File: src/rtl/dmai_pkg.sv
package dmai_pkg;
    typedef logic [1:0] sc_t;
    // Transfer-cycle state code: bit 0 high, bit 1 low
    localparam sc_t SC_XFER = 2'b01;
endpackage

File: src/rtl/dmai_decode.sv
module dmai_decode
    import dmai_pkg::*;
(
    input  logic tpa,
    input  logic [1:0] state_code,
    input  logic pending,
    output logic xfer_seen,
    output logic take
);
    always_comb begin
        xfer_seen = tpa && (sc_t'(state_code) == SC_XFER);
        take      = xfer_seen && pending;
    end
endmodule

File: src/rtl/dmai_hold.sv
module dmai_hold #(
    parameter int DATA_W = 8
) (
    input  logic              clk,
    input  logic              rst,
    input  logic              enter,
    input  logic [DATA_W-1:0] in_byte,
    input  logic              take,
    output logic [DATA_W-1:0] hold_q,
    output logic              pend_q
);
    typedef struct packed {
        logic [DATA_W-1:0] hold;
        logic              pend;
    } hold_t;

    hold_t st_d, st_q;

    always_comb begin
        st_d = st_q;
        if (enter) begin
            st_d.hold = in_byte;
            st_d.pend = 1'b1;
        end else if (take) begin
            st_d.pend = 1'b0;
        end
    end

    always_ff @(posedge clk) begin
        if (rst) st_q <= '0;
        else     st_q <= st_d;
    end

    assign hold_q = st_q.hold;
    assign pend_q = st_q.pend;


    req_after_enter_chk: assert property (@(posedge clk) disable iff (rst)
        enter |=> pend_q);

    hold_stable_chk: assert property (@(posedge clk) disable iff (rst)
        !enter |=> $stable(hold_q));
endmodule

File: src/rtl/dmai_drive.sv
module dmai_drive #(
    parameter int DATA_W = 8
) (
    input  logic              clk,
    input  logic              rst,
    input  logic              tpa,
    input  logic              take,
    input  logic [DATA_W-1:0] hold,
    output logic [DATA_W-1:0] data_q,
    output logic              oe_q
);
    typedef struct packed {
        logic [DATA_W-1:0] data;
        logic              oe;
    } drv_t;

    drv_t st_d, st_q;

    always_comb begin
        st_d = st_q;
        if (take) begin
            st_d.data = hold;
            st_d.oe   = 1'b1;
        end else if (tpa) begin
            st_d.data = '0;
            st_d.oe   = 1'b0;
        end
    end

    always_ff @(posedge clk) begin
        if (rst) st_q <= '0;
        else     st_q <= st_d;
    end

    assign data_q = st_q.data;
    assign oe_q   = st_q.oe;


    quiet_bus_chk: assert property (@(posedge clk) disable iff (rst)
        !oe_q |-> (data_q == '0));

    oe_tpa_only_chk: assert property (@(posedge clk) disable iff (rst)
        !tpa |=> $stable(oe_q) && $stable(data_q));
endmodule

File: src/rtl/dmai_req_top.sv
module dmai_req_top #(
    parameter int DATA_W = 8
) (
    input  logic              clk,
    input  logic              rst,
    input  logic [DATA_W-1:0] in_byte,
    input  logic              enter,
    input  logic [1:0]        state_code,
    input  logic              tpa,
    output logic              dma_req_n,
    output logic [DATA_W-1:0] bus_data,
    output logic              bus_oe
);
    logic [DATA_W-1:0] hold_q;
    logic              pend_q;
    logic              xfer_seen;
    logic              take;

    dmai_decode u_dec (
        .tpa(tpa), .state_code(state_code), .pending(pend_q),
        .xfer_seen(xfer_seen), .take(take)
    );

    dmai_hold #(.DATA_W(DATA_W)) u_hold (
        .clk(clk), .rst(rst), .enter(enter), .in_byte(in_byte),
        .take(take), .hold_q(hold_q), .pend_q(pend_q)
    );

    dmai_drive #(.DATA_W(DATA_W)) u_drv (
        .clk(clk), .rst(rst), .tpa(tpa), .take(take), .hold(hold_q),
        .data_q(bus_data), .oe_q(bus_oe)
    );

    assign dma_req_n = ~pend_q;


    svc_grant_chk: assert property (@(posedge clk) disable iff (rst)
        take |=> bus_oe && (bus_data == $past(hold_q)));

    svc_release_chk: assert property (@(posedge clk) disable iff (rst)
        (take && !enter) |=> dma_req_n);

    svc_collide_chk: assert property (@(posedge clk) disable iff (rst)
        (take && enter) |=> !dma_req_n);

    idle_xfer_chk: assert property (@(posedge clk) disable iff (rst)
        (xfer_seen && dma_req_n) |=> !bus_oe);
endmodule

File: config.mk
export PLATFORM = sky130hd
export DESIGN_NAME = dmai_req_top
export DESIGN_NICKNAME = d
export VERILOG_FILES = /design/src/rtl/dmai_pkg.sv /design/src/rtl/dmai_decode.sv /design/src/rtl/dmai_hold.sv /design/src/rtl/dmai_drive.sv /design/src/rtl/dmai_req_top.sv
export SDC_FILE = /design/constraint.sdc
export NUM_CORES = 1
export LEC_CHECK = 0
export BUFFER_PORTS_ARGS = -buffer_cell sky130_fd_sc_hd__buf_2
export CAP_MARGIN = 0
export CORE_UTILIZATION = 40
export CTS_CLUSTER_SIZE = 8
export DETAILED_ROUTE_END_ITERATION = 10
export GPL_TIMING_DRIVEN = 0
export PLACE_DENSITY = 0.7
export SLEW_MARGIN = 20
export SYNTH_ARGS = -nofsm -noshare
export SYNTH_HDL_FRONTEND = slang
export SYNTH_SLANG_ARGS = --single-unit
File: constraint.sdc
create_clock -name clk -period 1.1 [get_ports clk]
set_clock_uncertainty 0.2 [all_clocks]
set_input_delay 0.11 -clock clk [delete_from_list [all_inputs] [get_ports clk]]
set_output_delay 0.11 -clock clk [all_outputs]
set_load 0.02 [all_outputs]
==> flow_summary.yaml <==
cells_and_area:
  nNetsFinal: 108
  diodes: 0
  syn2layout_area_growth_pct: 58.6
  layout-drive-gt1-share_pct: 44.1
  stdcell_area_um2: 1000
  fillers: 104
drt:
  post-route-drc-count: 0
  routedWlPerCell_um: 13.8
  route.layer.met1.wl_um: 607
  route.met2.wl_um: 774
  top_layer_used: "met4"
  dr_wl_met3_um: 92
  drt_wl_total_um: 1490
  via_per_inst: 5.54
  postRouteAntennaNets: 0
  vias: 598
  drt_pass1_iterations: 4
  drtIter0Drc: 17
setup_path:
  cp-end-kind: "output port"
  worstPathRequired_ns: 0.79
  crit_type: "flip-flop to output port"
  path_max_fanout: 3
  worstRegToRegCells: 2
  critPathLaunchType: "flip-flop"
  cp_data_arrival_time_ns: 0.83
sta:
  worstMarginPinSlew_ns: 0.578
  fmax_mhz: 880
  fin_crit_ns: 1.14
  grt_setup_unrepaired: "yes"
  worst_slack_ns: -0.0361
  hold_viol: 0
  relSlewSlack_pct: 61.3
  drv_slew: 0
  finalSetupViolations: 1
  finalCritPeriodShare_pct: 103
run_status:
  violations: "setup timing"
  status: "finished with violations"
die:
  die_w_um: 41.7
  placementRows: 13
  start_util_pct: 45.7
  io_pins: 24
  die_area_um2: 1740
  die_h_um: 41.7
  core-area_um2: 1380
placement:
  io_buffers: 22
  place_congestion: 0.712
  hpwlAfterDp_um: 839
  placed_cell_area_um2: 761
synthesis:
  synth_top_flop_cell: "dfxtp_1"
  syn_area_um2: 632
  yosysMostFrequentCell: "dfxtp_1"
  synth_top_family_by_area: "compound AO/OA/AOI/OAI gates"
  muxShareOfSynthArea_pct: 12.7
  yosys-top-cells-area: "dfxtp_1 (57%), a32o_1 (13%), mux2i_1 (13%)"
  ys_seq_area_share_pct: 57.0
  synthArstFlopShare_pct: 0
  ys_types: 15
  synth-xor-area-share_pct: 0
  synth_common_cells: "dfxtp_1 (18), nor2_1 (9), a32o_1 (8), mux2i_1 (8), nand2b_1 (2)"
  syn_avg_cell_area_um2: 11.5
  yosysTopAreaCellShare_pct: 57.0
  yosysTopAreaCell: "dfxtp_1"
  syn_nets: 69
  synth_compound_area_share_pct: 14.7
  synth_edf_count: 0
  ys_seq_elements: 18
  synth_fa_ha_area_share_pct: 0
  yosys_warnings: 0
  netlist_instances: 55
  yosys.area_share.simple_pct: 11.1
clock_network:
  htreeDepth: 1
  cts_sinks: 18
  root_buffer: "clkbuf_4"
  cts_tree: "built"
  cts_max_path_buffers: 2
  insertion_delay_ns: 0.29
  cts_inserted_buffers: 3
  path_clk_slew_ns: 0.11
global_routing:
  antenna_found_initial: 0
  grt_pass1_wl_um: 2360
  grt_pass1_vias: 559
  grt_max_degree: 11
  track_usage_pct: 17.6
  grt_remaining_overflow: 0
power:
  p_per_area_nw_per_um2: 1250
  power.total_uw: 1260
  vdd.ir_drop.worst_uv: 1010
  power_leakage_uw: 0.000449
hold_path:
  hold_depth: 3
  hp-class: "primary input to flip-flop"
job:
  drv_cap: 0
[final cells by class]
class	instances	area [um2]	share of cell area, %
plain buffers	3	20.0	2.00
well taps	15	18.8	1.87
multi-input cells	32	250	25.0
inverters	1	3.75	0.375
repair buffers	35	300	30.0
flip-flops and latches	18	373	37.2
clock buffers	4	36.3	3.62
[cells in the final DEF, fill, tap and decap left out, types with 2 or more instances in the layout]
| master | n |
|---|---|
| buf_2 | 13 |
| dlygate4sd3_1 | 12 |
| buf_6 | 11 |
| dfxtp_2 | 10 |
| nor2_1 | 9 |
| a32o_1 | 8 |
| mux2i_1 | 8 |
| dfxtp_1 | 8 |
| clkbuf_4 | 3 |
| nand2b_1 | 2 |
[state kept, by name (all words and copies together) (netlist names)]
name / count
u_drv.data_q: 8
u_hold.hold_q: 8
u_drv.oe_q: 1
u_hold.pend_q: 1
[power by group]
group          internal [uW]  switching, uW  total, uW
Sequential               676           13.7        689
Combinational           91.6           70.8        162
Clock                    201            203        405
[logic make-up (layout without fill, tap and decap cells)]
| kind of cell | Yosys count | count (layout) |
|---|---|---|
| AOI/OAI and AO/OA | 10 | 10 |
| buffers and inverters | 5 | 43 |
| DFF | 18 | 18 |
| muxes | 8 | 8 |
| and+or+nand+nor | 14 | 14 |
[what timing repair did]
item	in CTS	in global routing
endpoints found under the hold margin	10	0
hold buffers	12	0
gates resized for setup	13	20
pin swaps	0	0
buffers inserted	1	0
endpoints found under the setup margin	15	10
[final timing paths]
| path | startpoint | end | slack [ns] |
|---|---|---|---|
| setup / recovery | u_hold.pend_q | dma_req_n | -0.04 |
| hold / removal | enter | u_hold.pend_q | 0.01 |
| setup reg to reg | u_hold.pend_q | u_drv.data_q[3] | 0.02 |
| hold reg to reg | u_drv.data_q[2] | u_drv.data_q[2] | 0.28 |
[metal layers]
metal | vias to the layer above | track usage [%]
met5 | - | 0
met4 | 0 | 7.74
met3 | 2 | 2.61
met2 | 28 | 31.3
met1 | 292 | 20.7
li1 | 276 | -
[stage by stage]
stage                     hold slack (ns)  worst slack (ns)  cells  util (%)  TNS, ns
after global routing               0.0232           -0.0594    108      72.5  -0.0611
after global placement              0.145           -0.0904     92      55.0   -0.698
after CTS                         0.00667           -0.0247    108      68.8  -0.0247
after detailed placement            0.156           -0.0915     92      55.0   -0.689
final                              0.0133           -0.0361    108      72.5  -0.0361
after floorplan                    0.0572           -0.0147     55         -   -0.117
[worst max-delay path, cell delays in order, from the launching register on]
cell and delay [ns]:
dfxtp_2 0.37, inv_2 0.05, buf_6 0.12
Note: power is estimated with default switching activity, not from simulation.
